--- src/rtl/mprx_pkg.sv ---
package mprx_pkg;
  typedef enum logic [1:0] {RX_IDLE, RX_START, RX_BITS} rx_state_e;

  // Acceptance rule: filter looks at stop bit (10-bit) or ninth bit (11-bit)
  function automatic logic frame_passes(input logic long_frame, input logic filt,
                                        input logic ninth, input logic stop);
    if (!filt) return 1'b1;
    return long_frame ? ninth : stop;
  endfunction
endpackage

--- src/rtl/mprx_sync.sv ---
module mprx_sync #(
  parameter int STAGES = 2
) (
  input  logic clk,
  input  logic rst,
  input  logic din,
  output logic dout
);
  logic [STAGES-1:0] chain;

  always_ff @(posedge clk) begin
    if (rst) chain <= '1;
    else     chain <= {chain[STAGES-2:0], din};
  end

  assign dout = chain[STAGES-1];
endmodule

--- src/rtl/mprx_shift.sv ---
module mprx_shift
  import mprx_pkg::*;
#(
  parameter int OVS = 16,
  parameter int DW  = 8
) (
  input  logic          clk,
  input  logic          rst,
  input  logic          tick,
  input  logic          line,
  input  logic          frame11,
  output logic          done,
  output logic [DW-1:0] data,
  output logic          ninth,
  output logic          stop
);
  localparam int CW   = $clog2(OVS);
  localparam int HALF = OVS / 2;
  localparam int IW   = $clog2(DW + 2);

  rx_state_e      st;
  logic [CW-1:0]  cnt;
  logic [IW-1:0]  idx;
  logic [IW-1:0]  last_idx;

  assign last_idx = frame11 ? IW'(DW + 1) : IW'(DW);

  always_ff @(posedge clk) begin
    if (rst) begin
      st    <= RX_IDLE;
      cnt   <= '0;
      idx   <= '0;
      done  <= 1'b0;
      data  <= '0;
      ninth <= 1'b0;
      stop  <= 1'b0;
    end else begin
      done <= 1'b0;
      if (tick) begin
        case (st)
          RX_IDLE: begin
            if (!line) begin
              st  <= RX_START;
              cnt <= '0;
            end
          end
          RX_START: begin
            if (cnt == CW'(HALF - 1)) begin
              cnt <= '0;
              idx <= '0;
              st  <= line ? RX_IDLE : RX_BITS;
            end else begin
              cnt <= cnt + 1'b1;
            end
          end
          RX_BITS: begin
            if (cnt == CW'(OVS - 1)) begin
              cnt <= '0;
              idx <= idx + 1'b1;
              if (idx < IW'(DW)) begin
                data <= {line, data[DW-1:1]};
              end else if (idx == last_idx) begin
                stop <= line;
                done <= 1'b1;
                st   <= RX_IDLE;
              end else begin
                ninth <= line;
              end
            end else begin
              cnt <= cnt + 1'b1;
            end
          end
          default: st <= RX_IDLE;
        endcase
      end
    end
  end
endmodule

--- src/rtl/mprx_accept.sv ---
module mprx_accept
  import mprx_pkg::*;
#(
  parameter int DW = 8
) (
  input  logic          clk,
  input  logic          rst,
  input  logic          done,
  input  logic [DW-1:0] data,
  input  logic          ninth,
  input  logic          stop,
  input  logic          frame11,
  input  logic          filt_en,
  input  logic          ready_clr,
  output logic [DW-1:0] hold,
  output logic          ready,
  output logic          bit9,
  output logic          irq
);
  logic take;

  assign take = done && !ready && frame_passes(frame11, filt_en, ninth, stop);

  always_ff @(posedge clk) begin
    if (rst) begin
      hold  <= '0;
      ready <= 1'b0;
      bit9  <= 1'b0;
      irq   <= 1'b0;
    end else begin
      irq <= 1'b0;
      if (ready_clr) ready <= 1'b0;
      if (take) begin
        hold  <= data;
        bit9  <= frame11 ? ninth : stop;
        ready <= 1'b1;
        irq   <= 1'b1;
      end
    end
  end
endmodule

--- src/rtl/mp_uart_rx.sv ---
module mp_uart_rx #(
  parameter int OVS      = 16,
  parameter int DW       = 8,
  parameter int SYNC_STG = 2
) (
  input  logic          clk,
  input  logic          rst,
  input  logic          os_tick,
  input  logic          rxd,
  input  logic          frame11,
  input  logic          filt_en,
  input  logic          ready_clr,
  output logic [DW-1:0] rx_data,
  output logic          rx_ready,
  output logic          rx_bit9,
  output logic          rx_irq
);
  logic          line_s;
  logic          frame_done;
  logic [DW-1:0] sh_data;
  logic          sh_ninth;
  logic          sh_stop;

  mprx_sync #(.STAGES(SYNC_STG)) u_sync (
    .clk(clk), .rst(rst), .din(rxd), .dout(line_s)
  );

  mprx_shift #(.OVS(OVS), .DW(DW)) u_shift (
    .clk(clk), .rst(rst), .tick(os_tick), .line(line_s), .frame11(frame11),
    .done(frame_done), .data(sh_data), .ninth(sh_ninth), .stop(sh_stop)
  );

  mprx_accept #(.DW(DW)) u_accept (
    .clk(clk), .rst(rst), .done(frame_done), .data(sh_data), .ninth(sh_ninth),
    .stop(sh_stop), .frame11(frame11), .filt_en(filt_en), .ready_clr(ready_clr),
    .hold(rx_data), .ready(rx_ready), .bit9(rx_bit9), .irq(rx_irq)
  );
endmodule

--- config.mk ---
export PLATFORM = sky130hd
export DESIGN_NAME = mp_uart_rx
export DESIGN_NICKNAME = d
export VERILOG_FILES = /design/src/rtl/mprx_pkg.sv /design/src/rtl/mprx_sync.sv /design/src/rtl/mprx_shift.sv /design/src/rtl/mprx_accept.sv /design/src/rtl/mp_uart_rx.sv
export SDC_FILE = /design/constraint.sdc
export NUM_CORES = 1
export LEC_CHECK = 0
export BUFFER_PORTS_ARGS = -buffer_cell sky130_fd_sc_hd__buf_2
export CAP_MARGIN = 15
export CORE_ASPECT_RATIO = 1.1
export CORE_MARGIN = 5
export CORE_UTILIZATION = 40
export CTS_BUF_LIST = sky130_fd_sc_hd__clkbuf_8 sky130_fd_sc_hd__clkbuf_16
export CTS_CLUSTER_DIAMETER = 40
export CTS_CLUSTER_SIZE = 8
export DETAILED_ROUTE_END_ITERATION = 10
export PLACE_DENSITY = 0.64
export SETUP_SLACK_MARGIN = 0.02
export SYNTH_ARGS = -nofsm -noshare
export SYNTH_HDL_FRONTEND = slang
export SYNTH_SLANG_ARGS = --single-unit
--- constraint.sdc ---
create_clock -name clk -period 2.85 [get_ports clk]
set_input_delay 0.4275 -clock clk [delete_from_list [all_inputs] [get_ports clk]]
set_output_delay 0.4275 -clock clk [all_outputs]
set_load 0.02 [all_outputs]
==> impl_metrics.csv, run 1 <==
group,metric,value,unit
run_status,status,"finished clean",
worst_setup_path,r2r_setup_slack,0.93,ns
worst_setup_path,crit_chain,"inv_1 > ha_1 > and4bb_1 > o311ai_2 > mux2i_1 > nor2_1",
detailed_routing,dr.pass1.iters,4,
worst_setup_path,crit_path_max_incr_delay,0.46,ns
grt,grt_use_total,12.02,%
place,dp_hpwl,2.129,mm
min_path,hold_end,"u_sync.chain[0]",
pwr,power,848.3,uW
cts,cts_buffers,5,
layout,area_delta_synth_final,14.44,%
grt,grt_pass1_wl,4.919,mm
cts,clkTransAtPathRegs,0.06,ns
timing,period_share,67.50,%
timing,drv_slew,0,
layout,mostFrequentLayoutCell,"dfxtp_1",
place,port_buffers,17,
grt,grt_pass1_vias,1160,
detailed_routing,wire_per_inst,12.18,um
cts,cts_resized,0,
worst_setup_path,critPathSlowestCell,"o311ai_2",
timing,finalHoldViolations,0,
timing,setup_viol,0,
worst_setup_path,reg2reg_from,"u_shift.st[0]",
worst_setup_path,r2r-end,"u_shift.idx[1]",
layout,fill_cells,388,
synth,ys_types,35,
min_path,hp-start,"rxd",
floorplanning,io_pins,18,
pwr,p_leak,0.6880,nW
detailed_routing,vias,1132,
synth,synthesis.nets,172,
worst_setup_path,cp.required,3.00,ns
synth,synth_cells,158,
detailed_routing,drt-vias-per-instance,4.943,
cts,postCtsHoldBufs,0,
worst_setup_path,r2r_cells,6,
floorplanning,start_util,41.64,%
cts,clock_sinks,34,
timing,fmax,0.5198,GHz
worst_setup_path,crit_path_start_kind,"flip-flop",
timing,rsz0062_at_grt,"no",
timing,fin_tns_setup,0,ns
cts,cts_setup_buffers,0,
pwr,ir_drop,263.6,uV
floorplanning,dieWidth,69.05,um
cts,htree_num_levels,2,
synth,netlist_area,1534,um^2
layout,drive_gt1_share,20.11,%
synth,synth_seq_area_share,44.37,%
cts,insertion_delay,0.28,ns
worst_setup_path,arrival,2.07,ns
synth,ys_ff_latch,34,
timing,period_needed,1.924,ns
layout,final_cell_mix,"dfxtp_1, nor2_1, mux2i_1",
floorplanning,dieArea,5175,um^2
floorplanning,fp.coreArea,3684,um^2
timing,final.setup_skew,0.006744,ns
synth,syn_avg_cell_area,9.709,um^2
worst_setup_path,cp_max_fo,7,
worst_setup_path,critPathCaptureType,"flip-flop",
min_path,hold_path_depth,2,
detailed_routing,routed_wirelength,2.789,mm
layout,fin_nets,192,
layout,diodes,0,
run,maxCapViolations,0,
worst_setup_path,critical_path_class,"reg2reg",
floorplanning,chipHeight,74.95,um
grt,overflow,0,
detailed_routing,drt_drc_violations_left,0,
floorplanning,rows,23,
detailed_routing,drtAntennaViolNets,0,
cts,clock_path_buffers,2,
synth,ys_warn_count,0,
cts,cts_tree,"done",
place,gp_congestion,0.8192,
grt,grt_max_degree,38,
timing,max-slew-margin-rel,60.60,%
timing,worstMarginPinSlew,0.5856,ns
detailed_routing,drt_iter0_markers,17,
grt,antenna_found_initial,0,
cts,cts_root_buf,"clkbuf_8",
pwr,p_per_area,483.3,nW/um^2
min_path,hold_path.class,"in2reg",
[synth_stat cells]
cell type,number,share of area (%)
nand2b_1,8,3.3
xor2_1,1,0.57
nand2_1,5,1.2
a22oi_1,1,0.49
and4bb_1,1,0.82
mux2i_1,23,15
nor3_4,1,1.1
ha_1,7,5.7
buf_2,1,0.33
nor4_1,2,0.82
a31oi_1,1,0.41
nand3b_1,3,1.5
nor3_1,2,0.65
a21bo_2,1,0.65
nor4_4,1,1.4
or3b_2,1,0.57
clkbuf_1,4,0.98
nand3_1,4,1.3
a21oi_1,7,2.3
nand4b_1,1,0.57
and2_1,1,0.41
a21boi_0,1,0.49
o21ai_2,1,0.57
o21ai_1,1,0.33
nor2_1,25,6.1
and4b_1,1,0.65
inv_1,4,0.98
or4_4,1,0.73
nor2b_1,3,1.2
inv_2,1,0.24
o311ai_2,1,1.1
dfxtp_1,34,44
and3_1,1,0.41
or2_2,3,1.2
o21ai_0,5,1.6
[routing by layer]
layer  wire length [um]  vias to the layer above  share of wire [%]  global-route usage [%]
li1                   -                      587                  -                       -
met4                 59                        0                2.1                   5.640
met3                155                        7                5.6                   4.806
met1               1264                      511                 45                   13.57
met5                  0                        -                  0                       0
met2               1310                       27                 47                   20.23
[worst max-delay path: cells and delay by family, from the launching register on]
family,cells,cell delay (ns)
and+or+nand+nor,2,0.35
AOI/OAI and AO/OA,1,0.46
buffers and inverters,1,0.12
adders and majority gates,1,0.30
DFF,1,0.34
muxes,1,0.23
[layout make-up]
type / count / area [um^2] / share of cell area, %
multi-input combinational: 114 / 814.5 / 46.40
sequential: 34 / 680.7 / 38.77
clock buffer: 5 / 68.82 / 3.920
tap: 50 / 62.56 / 3.564
inverter: 5 / 18.77 / 1.069
timing repair buffer: 18 / 92.59 / 5.274
clock inverter: 3 / 17.52 / 0.9979
[state kept, by name (all words and copies together) (netlist names)]
name and count:
u_shift.idx 4, u_shift.cnt 4, u_accept.hold 8, u_accept.bit9 1
u_shift.stop 1, u_shift.st 2, u_accept.irq 1, u_shift.ninth 1
u_shift.data 8, u_accept.ready 1, u_sync.chain 2, u_shift.done 1
[cells by family after synthesis]
logic type,synth area share (%)
XOR/XNOR,0.5711
flip-flops,44.37
AND/OR/NAND/NOR,23.90
AO/OA/AOI/OAI,7.912
buffers and inverters,2.527
multiplexers,15.01
adder cells (fa/ha/maj),5.709
[metrics by stage]
step                cell area [um^2]  instances  setup WS [ns]  utilization [%]  hold WS, ns
finish                          1755        229         0.9263            47.66       0.3251
floorplan                       1534        158          1.189                -       0.3895
CTS                             1755        229         0.9290            47.66       0.3153
global placement                1669        221          1.004            45.31       0.4024
global route                    1755        229         0.8001            47.66       0.3186
detailed placement              1669        221         0.9550            45.31       0.4090
[worst max path at each step]
stage | from | to | slack (ns) | cells after the start
2_1_floorplan | u_shift.st[0] | u_shift.idx[1] | 1.19 | 6
3_3_place_gp | u_shift.st[0] | u_shift.idx[1] | 1.00 | 6
3_5_place_dp | u_shift.st[0] | u_shift.idx[1] | 0.96 | 6
4_1_cts | u_shift.st[0] | u_shift.idx[1] | 0.93 | 6
5_1_grt | u_shift.st[0] | u_shift.idx[1] | 0.80 | 6
6_report | u_shift.st[0] | u_shift.idx[1] | 0.93 | 6
[power by group]
part	leakage (nW)	switching [mW]	internal [mW]
registers	0.274	0.00235	0.477
clock network	0.0493	0.167	0.168
logic	0.364	0.0203	0.0134
total	0.688	0.189	0.659
(Power assumes the default switching activity.)
==> inputs of run 2 (changes only) <==
--- a/config.mk
+++ b/config.mk
@@ -5,6 +5,7 @@
 export SDC_FILE = /design/constraint.sdc
 export NUM_CORES = 1
 export LEC_CHECK = 0
+export ABC_AREA = 1
 export BUFFER_PORTS_ARGS = -buffer_cell sky130_fd_sc_hd__buf_2
 export CAP_MARGIN = 15
 export CORE_ASPECT_RATIO = 1.1
@@ -14,7 +15,7 @@
 export CTS_CLUSTER_DIAMETER = 40
 export CTS_CLUSTER_SIZE = 8
 export DETAILED_ROUTE_END_ITERATION = 10
-export PLACE_DENSITY = 0.64
+export PLACE_DENSITY = 0.67
 export SETUP_SLACK_MARGIN = 0.02
 export SYNTH_ARGS = -nofsm -noshare
 export SYNTH_HDL_FRONTEND = slang
==> constraint.sdc (replaced) <==
create_clock -name clk -period 1.7 [get_ports clk]
set_input_delay 0.255 -clock clk [delete_from_list [all_inputs] [get_ports clk]]
set_output_delay 0.255 -clock clk [all_outputs]
set_load 0.02 [all_outputs]
==> run 2 against run 1 <==
  * Flip-flop and latch count stayed put
  * Wire length is 6.4% higher
  * Clock skew is 0.0011 ns higher
  * Final cell count is 25% higher
  * Synthesized area is 0.24% lower
  * Clock-buffer cell count is 1 higher
  * Maximum frequency is 25% higher
  * Hold slack worse by 0.17 ns
==> impl_metrics.csv, run 2 <==
group,metric,value,unit
synth,ys_ff_latch,34,
pwr,pwr-share-clk,40.3,%
timing,finalHoldViolations,0,
detailed_routing,met3_length,162,um
pwr,sw_frac_of_total,24.54,%
layout,fin_nets,250,
grt,antenna_found_initial,0,
cts,clock_sinks,34,
worst_setup_path,cp_max_fo,6,
synth,synth_seq_area_share,44.48,%
detailed_routing,drt-met1-wl,1.317,mm
run,maxCapViolations,0,
detailed_routing,drt-vias-per-instance,4.741,
timing,period_share,90.62,%
layout,mostFrequentLayoutCell,"nor2_1",
pwr,pwr-share-seq,46.7,%
layout,reg_top3,"u_accept.hold (8), u_shift.data (8)",
detailed_routing,drtAntennaViolNets,0,
worst_setup_path,arrival,1.72,ns
timing,fmax,0.6491,GHz
synth,ys_warn_count,0,
run_status,status,"finished clean",
layout,layout.cells.non_filler,286,
detailed_routing,vias,1356,
place,port_buffers,17,
place,gp_congestion,0.8373,
worst_setup_path,cp.required,1.88,ns
detailed_routing,routed_wirelength,2.967,mm
layout,drive_gt1_share,15.25,%
timing,rsz0062_at_grt,"no",
timing,final.setup_skew,0.007836,ns
detailed_routing,wire_per_inst,10.37,um
detailed_routing,top_layer,"met4",
detailed_routing,wl_met2,1.427,mm
worst_setup_path,critPathCaptureType,"flip-flop",
cts,clock_path_buffers,2,
cts,insertion_delay,0.28,ns
worst_setup_path,critPathSlowestCell,"dfxtp_1",
pwr,intPower,1.378,mW
floorplanning,fp.coreArea,3684,um^2
place,dp.cells,279,
timing,fin_tns_setup,0,ns
layout,fin_util,48.91,%
pwr,p_comb_share,12.9,%
floorplanning,dieWidth,68.97,um
place,place_area,1684,um^2
grt,grt_pass1_vias,1186,
synth,yosysTopAreaCell,"dfxtp_1",
cts,cts_buffers,5,
grt,grt_pass1_wl,5.085,mm
layout,diodes,0,
min_path,hold_path.class,"in2reg",
cts,postCtsHoldBufs,0,
timing,period_needed,1.541,ns
detailed_routing,dr.pass1.iters,4,
timing,fin_ws,0.1595,ns
grt,grt_max_degree,20,
pwr,p_leak,0.8118,nW
detailed_routing,drt_iter0_markers,70,
synth,ys_types,19,
cts,clkTransAtPathRegs,0.06,ns
pwr,ir_drop,488.2,uV
floorplanning,dieArea,5164,um^2
worst_setup_path,crit_chain,"inv_1 > ha_2 > nand2_1 > nor3_2 > nand2_1 > o21ai_0 > nor2_1",
floorplanning,rows,23,
timing,max-slew-margin-rel,80.88,%
floorplanning,start_util,41.54,%
synth,synth.most_common_cell,"nor2_1",
synth,synthesis.nets,227,
synth,synth_area_leaders,"dfxtp_1, nor2_1, nand2_1, o21ai_0, ha_1",
grt,grt_use_total,13.23,%
worst_setup_path,crit_path_max_incr_delay,0.34,ns
cts,cts_root_buf,"clkbuf_8",
worst_setup_path,crit_path_start_kind,"flip-flop",
timing,drv_slew,0,
synth,synth-main-ff-cell,"dfxtp_1",
pwr,p_per_area,1014,nW/um^2
place,dpl_worst_slack,0.1206,ns
floorplanning,io_pins,18,
layout,final_cell_area,1802,um^2
layout,final_cell_mix,"nor2_1, nand2_1, dfxtp_1",
place,dp_hpwl,2.179,mm
layout,fill_cells,388,
synth,netlist_area,1530,um^2
cts,cts_setup_buffers,0,
timing,worstMarginPinSlew,0.2852,ns
synth,yosysTopAreaCellShare,44.48,%
synth,syn_avg_cell_area,7.184,um^2
timing,setup_viol,0,
layout,area_delta_synth_final,17.74,%
synth,ys_top_cells_by_count,"nor2_1, nand2_1, dfxtp_1, o21ai_0, inv_1",
cts,htree_num_levels,2,
detailed_routing,drt_drc_violations_left,0,
synth,synth-edff-count,0,
cts,cts_tree,"done",
worst_setup_path,critical_path_class,"reg2reg",
worst_setup_path,crit_top_cell,"nand2_1",
grt,overflow,0,
synth,synth_cells,213,
floorplanning,chipHeight,74.87,um
synth,synthArstFlopShare,0,%
pwr,p_switching,448.2,uW
run 2: changes by cell type after synthesis, moves of 3 or more:
cell and change:
inv_1 +16, nand3_1 +4, o21ai_0 +20, mux2i_1 -23, nand2b_1 -8, nor2_1 +22, nand2_1 +38, a21oi_1 +4
nor2b_1 -3
run 2: timing repair:
| item | in CTS | in global routing |
|---|---|---|
| hold endpoints to repair | 0 | 0 |
| gates resized for setup | 0 | 3 |
| setup endpoints to repair | 0 | 6 |
run 2: cell type report:
type | count | area, um^2 | area share (%)
Sequential cell | 34 | 680.7 | 37.78
Timing Repair Buffer | 20 | 107.6 | 5.972
Clock inverter | 1 | 30.03 | 1.667
Inverter | 21 | 78.83 | 4.375
Clock buffer | 6 | 82.58 | 4.583
Multi-Input combinational cell | 154 | 759.5 | 42.15
Tap cell | 50 | 62.56 | 3.472
run 2: kinds of logic (layout without fill, tap and decap cells):
kind of cell	count (synthesis)	after routing	share of synthesized area, %
flops	34	34	44.48
fa+ha+maj	7	7	5.723
simple gates	110	110	31.15
buf+inv	25	48	6.213
compound gates	37	37	12.43
run 2: worst paths after layout:
kind / end / slack [ns] / cells past startpoint / from
max: u_shift.stop / 0.16 / 7 / u_shift.st[0]
min: u_sync.chain[0] / 0.16 / 2 / rxd
max reg2reg: u_shift.stop / 0.16 / 7 / u_shift.st[0]
min reg2reg: u_sync.chain[1] / 0.42 / 1 / u_sync.chain[0]
run 2: worst max-delay path, delay by kind of cell, from the launching register on:
| kind | cells | cell delay, ns |
|---|---|---|
| DFF | 1 | 0.34 |
| AOI/OAI and AO/OA | 1 | 0.16 |
| adders and majority gates | 1 | 0.24 |
| buffers and inverters | 1 | 0.11 |
| and+or+nand+nor | 4 | 0.60 |
run 2: power groups by stage:
| stage | combinational (mW) | clock (mW) | sequential, mW |
|---|---|---|---|
| after floorplan | 0.185 | 0 | 0.864 |
| after global placement | 0.233 | 0 | 0.871 |
| after detailed placement | 0.232 | 0 | 0.871 |
| after CTS | 0.235 | 0.756 | 0.853 |
| after global routing | 0.276 | 0.797 | 0.860 |
| final | 0.237 | 0.736 | 0.854 |
run 2: through the flow:
stage	hold slack [ns]	total power, mW
after floorplan	0.3588	1.049
after global placement	0.4103	1.103
after detailed placement	0.4118	1.103
after CTS	0.1558	1.844
after global routing	0.1638	1.933
final	0.1582	1.827
run 2: layer usage:
layer	track usage, %	vias to the layer above
li1	-	723
met4	5.195	0
met1	15.12	601
met3	5.522	6
met2	21.82	26
met5	0	-
==> inputs of run 3 (changes only) <==
--- a/config.mk
+++ b/config.mk
@@ -10,12 +10,12 @@
 export CAP_MARGIN = 15
 export CORE_ASPECT_RATIO = 1.1
 export CORE_MARGIN = 5
-export CORE_UTILIZATION = 40
+export CORE_UTILIZATION = 56
 export CTS_BUF_LIST = sky130_fd_sc_hd__clkbuf_8 sky130_fd_sc_hd__clkbuf_16
 export CTS_CLUSTER_DIAMETER = 40
 export CTS_CLUSTER_SIZE = 8
 export DETAILED_ROUTE_END_ITERATION = 10
-export PLACE_DENSITY = 0.67
+export PLACE_DENSITY = 0.83
 export SETUP_SLACK_MARGIN = 0.02
 export SYNTH_ARGS = -nofsm -noshare
 export SYNTH_HDL_FRONTEND = slang
==> constraint.sdc (replaced) <==
create_clock -name clk -period 1.65 [get_ports clk]
set_input_delay 0.2475 -clock clk [delete_from_list [all_inputs] [get_ports clk]]
set_output_delay 0.2475 -clock clk [all_outputs]
set_load 0.02 [all_outputs]
==> run 3 against run 2 <==
  * Design area up 0.14%
  * Non-clock buffer count unchanged
  * Via count up 0.37%
  * Flip-flop and latch count unchanged
  * Power up 5.3%
  * Critical path depth unchanged
  * Combinational power up 16%
  * Wire length down 0.34%
  * Hold slack worse by 0.011 ns
  * Clock power up 3.9%
  * First-iteration DRC count down 54%
  * Global-route usage up 3.3 points
  * Largest cell class unchanged
==> impl_metrics.csv, run 3 (synthesis results as in run 2) <==
group,metric,value,unit
timing,max-slew-margin-rel,75.89,%
floorplanning,dieWidth,59.84,um
timing,fmax,0.6422,GHz
pwr,p_comb_share,14.3,%
cts,cts_tree,"done",
place,port_buffers,17,
timing,rsz0062_at_grt,"yes",
worst_setup_path,critical_path_class,"reg2reg",
floorplanning,chipHeight,64.83,um
detailed_routing,wire_per_inst,11.07,um
layout,mostFrequentLayoutCell,"nor2_1",
place,place_area,1660,um^2
worst_setup_path,arrival,1.73,ns
detailed_routing,drt_drc_violations_left,0,
worst_setup_path,cp.required,1.83,ns
cts,clock_sinks,34,
timing,setup_viol,0,
layout,layout.cells.non_filler,267,
detailed_routing,drtAntennaViolNets,0,
cts,cts_root_buf,"clkbuf_8",
cts,htree_num_levels,2,
timing,fin_ws,0.09282,ns
detailed_routing,dr.pass1.iters,4,
cts,clkTransAtPathRegs,0.07,ns
pwr,p_leak,0.8129,nW
worst_setup_path,crit_path_start_kind,"flip-flop",
layout,area_delta_synth_final,17.91,%
grt,grt_pass1_wl,5.043,mm
layout,fin_nets,250,
worst_setup_path,critPathCaptureType,"flip-flop",
floorplanning,io_pins,18,
grt,overflow,0,
pwr,pwr-share-seq,46.0,%
place,dp.cells,260,
cts,clock_path_buffers,2,
timing,period_needed,1.557,ns
timing,final.setup_skew,0.006766,ns
cts,cts_buffers,5,
cts,postCtsHoldBufs,0,
pwr,intPower,1.438,mW
place,gp_congestion,0.9049,
timing,drv_slew,0,
layout,reg_top3,"u_accept.hold (8), u_shift.data (8)",
floorplanning,rows,19,
detailed_routing,drt-vias-per-instance,5.097,
timing,finalHoldViolations,0,
layout,drive_gt1_share,16.95,%
place,dp_hpwl,2.197,mm
timing,period_share,94.37,%
pwr,sw_frac_of_total,25.24,%
cts,insertion_delay,0.28,ns
min_path,hold_path.class,"in2reg",
place,dpl_worst_slack,0.05265,ns
floorplanning,start_util,59.60,%
pwr,pwr-share-clk,39.8,%
run,maxCapViolations,0,
layout,diodes,0,
layout,final_cell_mix,"nor2_1, nand2_1, dfxtp_1",
layout,final_cell_area,1804,um^2
grt,grt_use_total,16.57,%
detailed_routing,routed_wirelength,2.957,mm
detailed_routing,vias,1361,
grt,grt_pass1_vias,1243,
detailed_routing,drt_iter0_markers,32,
floorplanning,dieArea,3879,um^2
timing,worstMarginPinSlew,0.3612,ns
pwr,ir_drop,1037,uV
worst_setup_path,cp_max_fo,6,
grt,antenna_found_initial,0,
run_status,status,"finished clean",
floorplanning,fp.coreArea,2567,um^2
pwr,p_switching,485.4,uW
pwr,p_per_area,1066,nW/um^2
grt,grt_max_degree,15,
run 3: cell counts in the layout (fill, tap and decap cells not counted):
No cell type changed its count.
run 3: worst paths after layout:
check | from | endpoint | slack (ns) | cells after the start
setup / recovery | u_shift.st[0] | u_shift.stop | 0.09 | 7
setup reg to reg | u_shift.st[0] | u_shift.stop | 0.09 | 7
hold / removal | rxd | u_sync.chain[0] | 0.15 | 2
hold reg to reg | u_sync.chain[0] | u_sync.chain[1] | 0.41 | 1
run 3: area by class of cell:
class | count | area [um^2]
Inverter | 21 | 78.83
Clock inverter | 1 | 30.03
Multi-Input combinational cell | 154 | 784.5
Sequential cell | 34 | 681.9
Clock buffer | 6 | 82.58
Fill cell | 219 | 763.2
Tap cell | 31 | 38.79
Timing Repair Buffer | 20 | 107.6
run 3: power by group through the flow:
stage	logic, mW	registers (mW)	clock network, mW
finish	0.274	0.884	0.765
floorplan	0.190	0.890	0
global route	0.315	0.888	0.815
detailed placement	0.245	0.899	0
CTS	0.246	0.880	0.776
global placement	0.237	0.897	0
run 3: critical path, cell delays in order (launching register included):
cell	delay [ns]
dfxtp_1	0.34
inv_1	0.18
ha_4	0.20
nand2_1	0.12
nor3_2	0.29
nand2_1	0.12
o21ai_0	0.16
nor2_1	0.05
run 3: layer usage:
metal	part of all wire (%)	global-route usage (%)	up-vias
met5	0	0	-
met2	50	29.05	23
met1	45	18.46	612
li1	-	-	722
met3	4.3	4.762	4
met4	0.88	6.371	0
run 3: stage by stage:
step	TNS (ns)	util, %	power (mW)	hold slack (ns)
final	0	70.27	1.923	0.1476
after global routing	-0.006326	70.27	2.018	0.1538
after CTS	0	69.05	1.903	0.1477
after detailed placement	0	64.67	1.144	0.4034
after global placement	0	64.67	1.134	0.3925
after floorplan	0	-	1.081	0.3513
run 3: timing repair:
item	in CTS	in global routing
buffers inserted	0	0
endpoints found under the setup margin	0	9
gates resized for setup	0	8
